File: config.mk
export PLATFORM = sky130hd
export DESIGN_NAME = ss_ramp_seq
export DESIGN_NICKNAME = d
export VERILOG_FILES = /design/src/rtl/ss_pkg.sv /design/src/rtl/ss_phase_ctrl.sv /design/src/rtl/ss_frac_ramp.sv /design/src/rtl/ss_drv_gate.sv /design/src/rtl/ss_ramp_seq.sv
export SDC_FILE = /design/constraint.sdc
export NUM_CORES = 1
export LEC_CHECK = 0
export ABC_AREA = 0
export ABC_CLOCK_PERIOD_IN_PS = 6600
export CAP_MARGIN = 20
export CORE_MARGIN = 3
export CORE_UTILIZATION = 40
export CTS_BUF_LIST = sky130_fd_sc_hd__clkbuf_16
export CTS_CLUSTER_DIAMETER = 150
export CTS_CLUSTER_SIZE = 8
export DETAILED_ROUTE_END_ITERATION = 8
export SLEW_MARGIN = 15
export SYNTH_ARGS = -nofsm -noshare
export SYNTH_HDL_FRONTEND = slang
export SYNTH_HIERARCHICAL = 1
export SYNTH_SLANG_ARGS = --single-unit
File: constraint.sdc
create_clock -name clk_i -period 6.6 [get_ports clk_i]
set_clock_uncertainty 0.1 [all_clocks]
set_input_delay 0.66 -clock clk_i [delete_from_list [all_inputs] [get_ports clk_i]]
set_output_delay 0.66 -clock clk_i [all_outputs]
set_load 0.01 [all_outputs]
File: src/rtl/ss_pkg.sv
package ss_pkg;
  typedef enum logic [1:0] {
    PH_IDLE  = 2'd0,
    PH_DELAY = 2'd1,
    PH_RAMP  = 2'd2,
    PH_DONE  = 2'd3
  } ss_phase_e;
endpackage

File: src/rtl/ss_phase_ctrl.sv
module ss_phase_ctrl
  import ss_pkg::*;
#(
  parameter int DELAY_CYC = 64,
  parameter int OFS_CYC   = 640,
  parameter int RAMP_CYC  = 1280
) (
  input  logic      clk_i,
  input  logic      rst_ni,
  input  logic      en_i,
  input  logic      tick_i,
  output ss_phase_e phase_o,
  output logic      start_o,
  output logic      step_ref_o,
  output logic      step_ofs_o
);
  localparam int CNT_MAX = (RAMP_CYC > DELAY_CYC) ? RAMP_CYC : DELAY_CYC;
  localparam int CNT_W   = $clog2(CNT_MAX + 1);
  localparam logic [CNT_W-1:0] DLY_LAST = CNT_W'(DELAY_CYC - 1);
  localparam logic [CNT_W-1:0] RMP_LAST = CNT_W'(RAMP_CYC - 1);
  localparam logic [CNT_W-1:0] OFS_LIM  = CNT_W'(OFS_CYC);

  ss_phase_e        phase_q;
  logic [CNT_W-1:0] cnt_q;

  always_ff @(posedge clk_i or negedge rst_ni) begin
    if (!rst_ni) begin
      phase_q <= PH_IDLE;
      cnt_q   <= '0;
    end else if (!en_i) begin
      phase_q <= PH_IDLE;
      cnt_q   <= '0;
    end else begin
      case (phase_q)
        PH_IDLE: begin
          phase_q <= PH_DELAY;
          cnt_q   <= '0;
        end
        PH_DELAY: if (tick_i) begin
          if (cnt_q == DLY_LAST) begin
            phase_q <= PH_RAMP;
            cnt_q   <= '0;
          end else begin
            cnt_q <= cnt_q + CNT_W'(1);
          end
        end
        PH_RAMP: if (tick_i) begin
          if (cnt_q == RMP_LAST) begin
            phase_q <= PH_DONE;
            cnt_q   <= '0;
          end else begin
            cnt_q <= cnt_q + CNT_W'(1);
          end
        end
        default: ;
      endcase
    end
  end

  assign phase_o    = phase_q;
  assign start_o    = en_i && (phase_q == PH_IDLE);
  assign step_ref_o = en_i && tick_i && (phase_q == PH_RAMP);
  // cnt_q holds ramp ticks already taken
  assign step_ofs_o = step_ref_o && (cnt_q < OFS_LIM);
endmodule

File: src/rtl/ss_frac_ramp.sv
// val_o = floor(amt_i * steps / LEN), requires amt_i < LEN
module ss_frac_ramp #(
  parameter int VAL_W = 10,
  parameter int LEN   = 1280
) (
  input  logic             clk_i,
  input  logic             rst_ni,
  input  logic             clr_i,
  input  logic             step_i,
  input  logic [VAL_W-1:0] amt_i,
  output logic [VAL_W-1:0] val_o
);
  localparam int ACC_W = $clog2(2 * LEN);
  localparam logic [ACC_W-1:0] LEN_C = ACC_W'(LEN);

  logic [ACC_W-1:0] acc_q;
  logic [ACC_W-1:0] sum;
  logic [VAL_W-1:0] val_q;

  assign sum = acc_q + ACC_W'(amt_i);

  always_ff @(posedge clk_i or negedge rst_ni) begin
    if (!rst_ni) begin
      acc_q <= '0;
      val_q <= '0;
    end else if (clr_i) begin
      acc_q <= '0;
      val_q <= '0;
    end else if (step_i) begin
      if (sum >= LEN_C) begin
        acc_q <= sum - LEN_C;
        val_q <= val_q + VAL_W'(1);
      end else begin
        acc_q <= sum;
      end
    end
  end

  assign val_o = val_q;
endmodule

File: src/rtl/ss_drv_gate.sv
module ss_drv_gate
  import ss_pkg::*;
#(
  parameter int REF_W = 10
) (
  input  logic             clk_i,
  input  logic             rst_ni,
  input  logic             en_i,
  input  ss_phase_e        phase_i,
  input  logic [REF_W-1:0] ref_i,
  input  logic [REF_W-1:0] fb_i,
  output logic             drv_en_o
);
  logic drv_q;
  logic release_c;

  // precharged output: hold off until reference passes feedback or ramp ends
  assign release_c = (phase_i == PH_DONE) ||
                     ((phase_i == PH_RAMP) && (ref_i > fb_i));

  always_ff @(posedge clk_i or negedge rst_ni) begin
    if (!rst_ni)        drv_q <= 1'b0;
    else if (!en_i)     drv_q <= 1'b0;
    else if (release_c) drv_q <= 1'b1;
  end

  assign drv_en_o = drv_q;
endmodule

File: src/rtl/ss_ramp_seq.sv
module ss_ramp_seq
  import ss_pkg::*;
#(
  parameter int REF_W     = 10,
  parameter int DELAY_CYC = 64,
  parameter int OFS_CYC   = 640,
  parameter int RAMP_CYC  = 1280,
  parameter int OFS_CODE  = 85,
  localparam int OFS_W    = $clog2(OFS_CODE + 1)
) (
  input  logic             clk_i,
  input  logic             rst_ni,
  input  logic             en_i,
  input  logic             tick_i,
  input  logic [REF_W-1:0] target_i,
  input  logic [REF_W-1:0] fb_i,
  output logic [REF_W-1:0] ref_o,
  output logic [OFS_W-1:0] ofs_o,
  output logic             drv_en_o,
  output logic             done_o
);
  localparam logic [OFS_W-1:0] OFS_INIT = OFS_W'(OFS_CODE);

  ss_phase_e        phase;
  logic             start, step_ref, step_ofs, clr;
  logic [REF_W-1:0] tgt_q;
  logic [REF_W-1:0] ref_val;
  logic [OFS_W-1:0] ofs_dec;

  ss_phase_ctrl #(
    .DELAY_CYC(DELAY_CYC),
    .OFS_CYC  (OFS_CYC),
    .RAMP_CYC (RAMP_CYC)
  ) i_phase (
    .clk_i     (clk_i),
    .rst_ni    (rst_ni),
    .en_i      (en_i),
    .tick_i    (tick_i),
    .phase_o   (phase),
    .start_o   (start),
    .step_ref_o(step_ref),
    .step_ofs_o(step_ofs)
  );

  always_ff @(posedge clk_i or negedge rst_ni) begin
    if (!rst_ni)    tgt_q <= '0;
    else if (start) tgt_q <= target_i;
  end

  assign clr = start || !en_i;

  ss_frac_ramp #(
    .VAL_W(REF_W),
    .LEN  (RAMP_CYC)
  ) i_ref_ramp (
    .clk_i (clk_i),
    .rst_ni(rst_ni),
    .clr_i (clr),
    .step_i(step_ref),
    .amt_i (tgt_q),
    .val_o (ref_val)
  );

  ss_frac_ramp #(
    .VAL_W(OFS_W),
    .LEN  (OFS_CYC)
  ) i_ofs_ramp (
    .clk_i (clk_i),
    .rst_ni(rst_ni),
    .clr_i (clr),
    .step_i(step_ofs),
    .amt_i (OFS_INIT),
    .val_o (ofs_dec)
  );

  ss_drv_gate #(
    .REF_W(REF_W)
  ) i_drv (
    .clk_i   (clk_i),
    .rst_ni  (rst_ni),
    .en_i    (en_i),
    .phase_i (phase),
    .ref_i   (ref_val),
    .fb_i    (fb_i),
    .drv_en_o(drv_en_o)
  );

  assign ref_o  = ref_val;
  assign ofs_o  = (phase == PH_IDLE) ? '0 : (OFS_INIT - ofs_dec);
  assign done_o = (phase == PH_DONE) && (ref_val == tgt_q);
endmodule

Yosys cells after proc, flatten, opt, wreduce, memory -nomap -nowiden
Cells that the tools add are included.
Widths: inputs -> output; s select.

operators by class
  add/subtract/negate cells = 8
  $lt $le $gt $ge = 4
  equality and inequality tests = 12
  mux-type cells = 27
  reduce and logical (&&, ||, !) cells = 18

operator list
  kind                    count
  $mux 11                 8
  $mux 12                 3
  $pmux 11 s3             1
  $mux 10                 3
  $mux 7                  4
  $add 12x10->12          1
  $ge 12x11->1 const B    1
  $sub 12x11->12 const B  1
  $add 11x1->11 const B   1
  $add 11x7->11 const B   1
  $eq 11x11->1 const B    1
  $eq 11x6->1 const B     1
  $ge 11x10->1 const B    1
  $lt 11x10->1 const B    1
  $sub 11x10->11 const B  1
  $add 10x1->10 const B   1
  $eq 10x10->1            1
  $gt 10x10->1            1
  $mux 2                  5
  $ne 3x3->1 const B      3
  $reduce_bool 2->1       4
  $add 7x1->7 const B     1
  $sub 7x7->7 const A     1
  $logic_and 1x1->1       6
  13 further kinds        17

storage, ports and cells
  register bits = 64
  input bits = 24

Logic depth before layout (Yosys ltp)
Gate-level depths: netlist (run 1).

  depth after elaboration = 5
  mapped depth = 14
  gate-level depth less buffers = 13

Hierarchy
Netlist (run 1), hierarchy kept.

modules (own cells, without submodules)
  module                     instances  cells an instance  area an instance (µm²)  sequential area each (µm²)
  ss_frac_ramp (i_ref_ramp)  1          188                1736.7                  550.5
  ss_frac_ramp (i_ofs_ramp)  1          171                1555.2                  450.4
  ss_phase_ctrl              1          98                 882.1                   325.3
  ss_ramp_seq                1          57                 616.8                   250.2
  ss_drv_gate                1          40                 301.5                   25.0

Least setup slack after synthesis (run 1)
No wires, ideal clock.

  path type = reg2reg
  from = register tgt_q[0]
  to = register i_ref_ramp.val_q[3], in the netlist i_ref_ramp/val_o[3]
  library setup time = 0.125 ns
  arrival time = 3.227 ns
  data required time = 6.375 ns
  slack = 3.147 ns
  stages on the path, launching flop included = 14
  path buffers = 0
  clock period less this slack = 3.453 ns
  path through = dfrtp_1 -> ha_1 -> fa_1 -> a211o_1 -> a211oi_1 -> o21ai_2 -> nand2_1 -> ha_1 -> nand3_1 -> nor3_1 -> nand4_2 -> a221oi_4 -> and3_1 -> mux2_4

on the way
  word-level cells in the longest chain between the ends = 4

ends and longest elaborated chain
  what                                RTL line            RTL
  start, declared                     ss_ramp_seq.sv:26   logic [REF_W-1:0] tgt_q;
  start signal, assigned              ss_ramp_seq.sv:47   else if (start) tgt_q <= target_i;
  $add 12x10->12                      ss_frac_ramp.sv:20  assign sum = acc_q + ACC_W'(amt_i);
  $ge 12x11->1                        ss_frac_ramp.sv:30  if (sum >= LEN_C) begin
  $reduce_bool 2->1 (no source line)  -
  $reduce_and 2->1 (no source line)   -
  end signal, assigned                ss_frac_ramp.sv:32  val_q <= val_q + VAL_W'(1);
  end, declared                       ss_frac_ramp.sv:18  logic [VAL_W-1:0] val_q;

Every way passes these cells.
A chain may end at the register's enable or synchronous reset.

Worst setup path in the final report (run 1)
  from = register tgt_q[0]
  to = register i_ref_ramp.val_q[8], in the netlist i_ref_ramp/val_o[8]

Same word-level chain as after synthesis.

==> results of run 1 <==
[cell families after synthesis]
group,Yosys count,share of synthesized area (%)
adder cells (fa/ha/maj),38,9.63
AO/OA/AOI/OAI,141,20.4
AND/OR/NAND/NOR,192,20.4
buffers and inverters,49,4.25
XOR/XNOR,32,6.02
multiplexers,36,7.74
flip-flops,64,31.4
other,2,0.147
[layer usage]
metal,vias up,share of wire [%]
li1,2101,-
met1,2016,48
met2,72,46
met3,16,3.8
met4,0,2.0
met5,-,0
[power by group through the flow]
| stage | Combinational (mW) | Clock, mW | Sequential, mW |
|---|---|---|---|
| floorplan | 0.398 | 0 | 0.475 |
| global placement | 0.513 | 0 | 0.489 |
| detailed placement | 0.517 | 0 | 0.492 |
| CTS | 0.522 | 0.433 | 0.485 |
| global route | 0.584 | 0.448 | 0.492 |
| finish | 0.520 | 0.419 | 0.483 |
[registers in the layout, indices dropped and copies added (netlist names)]
register,count
i_drv/drv_en_o,1
i_ofs_ramp/acc_q,11
i_ofs_ramp/val_o,7
i_phase/cnt_q,11
i_phase/phase_o,2
i_ref_ramp/acc_q,12
i_ref_ramp/val_o,10
tgt_q,10
[cell type report]
cell class              instances  share of cell area [%]
inverters                      33                    2.09
well taps                     168                    3.55
flip-flops and latches         64                    27.0
clock buffers                   9                    3.80
repair buffers                 44                    7.27
multi-input cells             447                    55.7
clock inverters                 7                   0.528
[cells in the final DEF (no fill, tap or decap), types with 10 or more instances in the layout]
| cell type | instances |
|---|---|
| nor2b_1 | 13 |
| dfrtp_1 | 64 |
| o21ai_0 | 21 |
| nand2b_1 | 11 |
| inv_1 | 34 |
| xnor2_1 | 23 |
| a211oi_1 | 15 |
| nand4_1 | 11 |
| nand2_1 | 23 |
| clkdlybuf4s50_1 | 41 |
| a21oi_1 | 36 |
| nor2_1 | 61 |
| mux2_2 | 13 |
| and3_1 | 10 |
| ha_1 | 36 |
| mux2i_1 | 15 |
| nand3_1 | 17 |
[worst max-delay path: stages (launching register included)]
cell and delay [ns]:
dfrtp_1 0.41, ha_1 0.25, fa_1 0.43, a211o_1 0.32
a211oi_1 0.30, o21ai_2 0.12, nand2_1 0.11, ha_1 0.15
nand3_1 0.07, nor3_1 0.46, nand4_2 0.21, a221oi_4 0.59
and3_1 0.28, mux2_4 0.30
[through the flow]
step / std cells / worst slack (ns)
after floorplan: 560 / 3.15
after global placement: 756 / 2.61
after detailed placement: 756 / 2.44
after CTS: 772 / 2.42
after global routing: 772 / 2.11
final: 772 / 2.38
[worst min path at each step]
| stage | end | startpoint | depth (start not counted) | slack [ns] |
|---|---|---|---|---|
| floorplan | i_drv/drv_en_o$_DFFE_PN0P_ | rst_ni | 0 | 0.26 |
| global placement | i_ofs_ramp/acc_q[0]$_DFFE_PN0P_ | i_ofs_ramp/acc_q[0]$_DFFE_PN0P_ | 2 | 0.41 |
| detailed placement | i_ref_ramp/acc_q[4]$_DFFE_PN0P_ | i_ref_ramp/acc_q[4]$_DFFE_PN0P_ | 2 | 0.42 |
| CTS | i_ofs_ramp/acc_q[6]$_DFFE_PN0P_ | i_ofs_ramp/acc_q[6]$_DFFE_PN0P_ | 2 | 0.44 |
| global route | i_ofs_ramp/acc_q[3]$_DFFE_PN0P_ | i_ofs_ramp/acc_q[3]$_DFFE_PN0P_ | 2 | 0.47 |
| finish | i_ref_ramp/val_o[8]$_DFFE_PN0P_ | rst_ni | 2 | 0.41 |
==> metrics.txt, run 1 <==
worst-margin pin slew between 1 and 1.5 ns; Total GRT Usage 18.2%; core box area 12200 um^2; DP Area between 5000 and 6000 um^2; dominant cell by count in the synthesized netlist dfrtp_1; met1 GRT Util approximately a quarter; Final Max Slew Viols 0; final setup vio count 0; met3 global-route usage under 10%; Final Util 48.5%; Pint slightly above 0.9 mW; Fin. Hold Viols 0; critical path required time roughly 6.7 ns; Seq pwr share around a third; CP Launch Point tgt_q[0]$_DFFE_PN0P_; Arr. time, crit path roughly 4.4 ns; Logic pwr share between 30% and 40%; RSZ-0062 raised after global routing false; clock power share between 20% and 30%; antenna fix cells 0; MaxCap Viol Count 0; overall power around 1.4 mW; GRT busiest layer met2; first-pass iteration count of the detailed router 5; final period utilization about 64%; Avg Inst Size Synth roughly 9.2 um^2; FF-to-FF path depth 13; RR Endpoint i_ref_ramp/val_o[8]$_DFFE_PN0P_; EDFF count, synth 0; worst-path fanout max 14; WS Path Type flop to flop; Starting Density 41.7%; vias in the first global route approximately 4200; Synth cell types between 80 and 90; antenna violations before repair 0; outcome completed; wirelength, routed roughly 12000 um; IO Count 43; vias per cell 5.45; Final #Nets 661; crit end category flop; Starting DRT DRC Count between 200 and 250; reg2reg setup slack between 2 and 2.5 ns; cells after synthesis 554; detail-routed net length per standard cell about 16 um; switching part of the total 36.1%; power per cell area 240 nW/um^2; Async S/R FF share, synth 100%; Area Growth Syn to Fin 16.3%; hold buffers post-CTS 0; leakage power roughly 2.5 nW; die footprint between 10000 and 15000 um^2; Root Buffer clkbuf_16; Max VDD drop about 0.16 mV; footprint of the multi-input gates about 3300 um^2; clk sink count 64; Yosys top cell area share 31.4%; top cells by count, synth 64 x dfrtp_1, 61 x nor2_1, 36 x a21oi_1, 36 x ha_1, 32 x inv_1; CTS Buffer Depth 2; Peak Freq ~0.24 GHz; setup TNS 0 ns; sequential share of the synthesized area approximately a third; fillcell total approximately 1200; Rows 40; Setup crit end i_ref_ramp/val_o[8]$_DFFE_PN0P_; minimum hold slack between 0.4 and 0.5 ns; register area 1600 um^2; proportion of layout cells with a drive suffix above 1 about 11%; largest net degree at the start of global routing 65; Psw roughly 0.5 mW; die height ~120 um; Hold Crit Class primary input to async pin; Synth area leaders dfrtp_1 31%, ha_1 8.8%, nor2_1 4.5%; Mapped Area 5090 um^2; postcts setup bufs 0; TritonCTS clock tree yes; register bit count reported by yosys 64; Yosys top cell by area dfrtp_1; detailed-route DRC error count 0; post-CTS sizing 0; crit path time final 4.22 ns; Yosys warning total 6; IO buf count 42; RePlAce Congestion between 0.8 and 0.9; worst skew pair latency ~0.34 ns; Worst R2R Start tgt_q[0]$_DFFE_PN0P_; Die X between 100 and 150 um; ANT nets after route 0; first-pass GRT wire length 20900 um; Clock Pin Slew Worst Setup and Hold Paths roughly 0.050 ns; top_reg_cell synth dfrtp_1; TritonCTS Buffers 9; met2 usage between 20% and 30%; DP Wirelength roughly 9000 um; design area 5920 um^2; H-tree depth 3; grt total ovfl 0; Startpoint Class flop; routed vias 4205; Max-slew headroom between 30% and 40%
Note: power is estimated with default switching activity, not from simulation.
==> run 2, diff against run 1 <==
--- a/config.mk
+++ b/config.mk
@@ -6,7 +6,7 @@
 export NUM_CORES = 1
 export LEC_CHECK = 0
 export ABC_AREA = 0
-export ABC_CLOCK_PERIOD_IN_PS = 6600
+export ABC_CLOCK_PERIOD_IN_PS = 3500
 export CAP_MARGIN = 20
 export CORE_MARGIN = 3
 export CORE_UTILIZATION = 40
==> constraint.sdc (replaced) <==
create_clock -name clk_i -period 3.5 [get_ports clk_i]
set_clock_uncertainty 0.1 [all_clocks]
set_input_delay 0.35 -clock clk_i [delete_from_list [all_inputs] [get_ports clk_i]]
set_output_delay 0.35 -clock clk_i [all_outputs]
set_load 0.01 [all_outputs]
==> run 2 against run 1 <==
The run now ends with negative setup slack left. Combinational power is 130% higher. Largest power group unchanged. Die area is the same. Flip-flop and latch count is the same. Critical endpoint unchanged. Sequential power up 90%. Largest cell class unchanged. Wire length up 2.9%. Worst hold slack improved by 0.020 ns. Clock power rose by 100%. Sequential share of layout area down 1.6 points. Design area is 6.2% higher. Maximum frequency rose by 20%. Critical path type unchanged. Critical path depth is the same.
==> metrics.txt, run 2 (synthesis gave the netlist of run 1 again) <==
Die X 119 um (unchanged); routed vias 4378 (+4.1%); first-pass iteration count of the detailed router 4 (-1); crit end category flop; critical path depth 13 (unchanged); crit path time final 3.52 ns (-0.703 ns); antenna fix cells 0 (unchanged); Area Growth Syn to Fin 23.5%; Final Max Slew Viols 0 (unchanged); Rows 40 (unchanged); TritonCTS clock tree yes; design area 6290 um^2 (+6.2%); violated checks negative setup slack; detail-routed net length per standard cell 15.4 um (-1.5%); slowest stage delay, CP 0.38 ns (-0.21 ns); Post-Place Cells 784 (+3.7%); worst-margin pin slew 0.579 ns (-0.464 ns); critical path required time 3.62 ns (-3.10 ns); first-pass GRT wire length 21200 um (+1.4%); RePlAce Congestion 0.826 (-1.3%); most frequent cells in the layout 64 x dfrtp_1, 61 x nor2_1, 41 x clkdlybuf4s50_1; biggest regs i_ref_ramp/acc_q x12, i_ofs_ramp/acc_q x11, i_phase/cnt_q x11; IO buf count 42 (unchanged); die height 119 um (unchanged); outcome finished with violations; die footprint 14100 um^2 (unchanged); commonest non-fill, non-tap cell in the layout dfrtp_1; crit path buf inv count 0 (unchanged); Startpoint Class flop; worst skew pair latency 0.34 ns (about the same); DP Wirelength 9260 um (+2.6%); CP delay by family, top compound AO/OA/AOI/OAI gates; hold-critical path depth 2; setup slack after layout -0.0215 ns (-2.40 ns); final setup vio count 3 (+3); H-tree depth 3 (unchanged); wirelength, routed 12400 um (+2.9%); Max VDD drop 0.282 mV (+77%); Hold Crit Class flop to flop; vias per cell 5.43 (-0.40%); DP Area 5880 um^2 (+3.7%); Total GRT Usage 18.3% (+0.059 points); Fin. Hold Viols 0 (unchanged); leakage power 2.65 nW (+7.3%); Final #Nets 696 (+5.3%); Starting Density 41.7% (unchanged); Peak Freq 0.284 GHz (+20%); fillcell total 1158 (-3.2%); TritonCTS Buffers 9 (unchanged); max reg flops 12 (unchanged); minimum hold slack 0.428 ns (+0.0200 ns); Slowest-stage cell, CP dfrtp_1; CTS Buffer Depth 2 (unchanged); core box area 12200 um^2 (unchanged); Top reg by flops i_ref_ramp/acc_q; antenna violations before repair 0 (unchanged); proportion of layout cells with a drive suffix above 1 18.5% (+7.5 points); crit path cell chain ha_2 > fa_2 > a211o_1 > a211oi_2 > o21ai_2 > nand2_2 > ha_4 > nand3_4 > nor3_4 > nand4_4 > a221oi_4 > and3_1 > mux2_4; Cell Count, Final, Fillers Out 807 (+4.5%); clk sink count 64 (unchanged); IO Count 43 (unchanged); detailed-route DRC error count 0 (unchanged); WS Path Type flop to flop; FF-to-FF path depth 13 (unchanged); power per cell area 466 nW/um^2 (+94%); Clock Pin Slew Worst Setup and Hold Paths 0.06 ns (about the same); worst-path fanout max 5 (-9); Starting DRT DRC Count 187 (-19%); ANT nets after route 0 (unchanged); largest net degree at the start of global routing 43 (-34%); vias in the first global route 4273 (+1.6%); MaxCap Viol Count 0 (unchanged); Arr. time, crit path 3.64 ns (-0.71 ns); Root Buffer clkbuf_16; RSZ-0062 raised after global routing true; final period utilization 101% (+37 points); grt total ovfl 0 (unchanged); Max-slew headroom 61.4% (+31 points)
-- run 2: cell type report --
cell class              instances  area (um^2)  area share (%)
repair buffers                 79          696            11.1
clock buffers                   9          225            3.58
multi-input cells             447         3380            53.7
well taps                     168          210            3.34
flip-flops and latches         64         1600            25.5
inverters                      33          124            1.97
clock inverters                 7         55.1           0.875
-- run 2: final timing paths --
path	endpoint	slack, ns	start
min reg2reg	i_ref_ramp/acc_q[6]$_DFFE_PN0P_	0.43	i_ref_ramp/acc_q[6]$_DFFE_PN0P_
max in group asynchronous	i_phase/cnt_q[10]$_DFFE_PN0P_	1.87	rst_ni
max	i_ref_ramp/val_o[8]$_DFFE_PN0P_	-0.02	i_ref_ramp/acc_q[0]$_DFFE_PN0P_
min	i_ref_ramp/acc_q[6]$_DFFE_PN0P_	0.43	i_ref_ramp/acc_q[6]$_DFFE_PN0P_
min in group asynchronous	i_ref_ramp/val_o[3]$_DFFE_PN0P_	0.45	rst_ni
max reg2reg	i_ref_ramp/val_o[8]$_DFFE_PN0P_	-0.02	i_ref_ramp/acc_q[0]$_DFFE_PN0P_
-- run 2: power breakdown --
group | total, mW | switching, mW | leakage [nW] | internal [mW]
Clock | 0.843 | 0.358 | 0.132 | 0.485
Combinational | 1.17 | 0.631 | 1.65 | 0.540
Sequential | 0.917 | 0.100 | 0.870 | 0.816
Total | 2.93 | 1.09 | 2.65 | 1.84
-- run 2: stage by stage --
| step | total power, mW | worst slack [ns] | setup TNS [ns] | utilization [%] |
|---|---|---|---|---|
| 3_3_place_gp | 1.99 | -0.0524 | -0.110 | 48.1 |
| 5_1_grt | 3.13 | -0.177 | -1.43 | 51.5 |
| 4_1_cts | 2.88 | 0.00110 | 0 | 50.6 |
| 2_1_floorplan | 1.65 | 0.0474 | 0 | - |
| 3_5_place_dp | 2.01 | -0.155 | -0.913 | 48.1 |
| 6_report | 2.93 | -0.0215 | -0.0459 | 51.5 |
-- run 2: worst register-to-register path, delay by kind of cell, from the launching register on --
kind	cells	cell delay, ns
AO/OA/AOI/OAI	4	1.19
adder cells (fa/ha/maj)	3	0.68
flip-flops	1	0.38
AND/OR/NAND/NOR	5	0.77
multiplexers	1	0.30
-- run 2: repair_timing --
item                                    4_1_cts  5_1_grt
pin swaps                                     2       14
hold endpoints to repair                     22        0
hold buffers                                  1        0
endpoints found under the setup margin       11       21
setup buffers                                 0        6
resized for setup                             3       15
-- run 2: metal layers --
metal | track usage [%] | share of wire (%) | vias up | wire [um]
met5 | 0 | 0 | - | 0
met4 | 5.00 | 1.6 | 0 | 201
met3 | 4.13 | 3.7 | 17 | 453
met2 | 28.3 | 47 | 84 | 5810
met1 | 25.7 | 48 | 2107 | 5930
li1 | - | - | 2170 | -
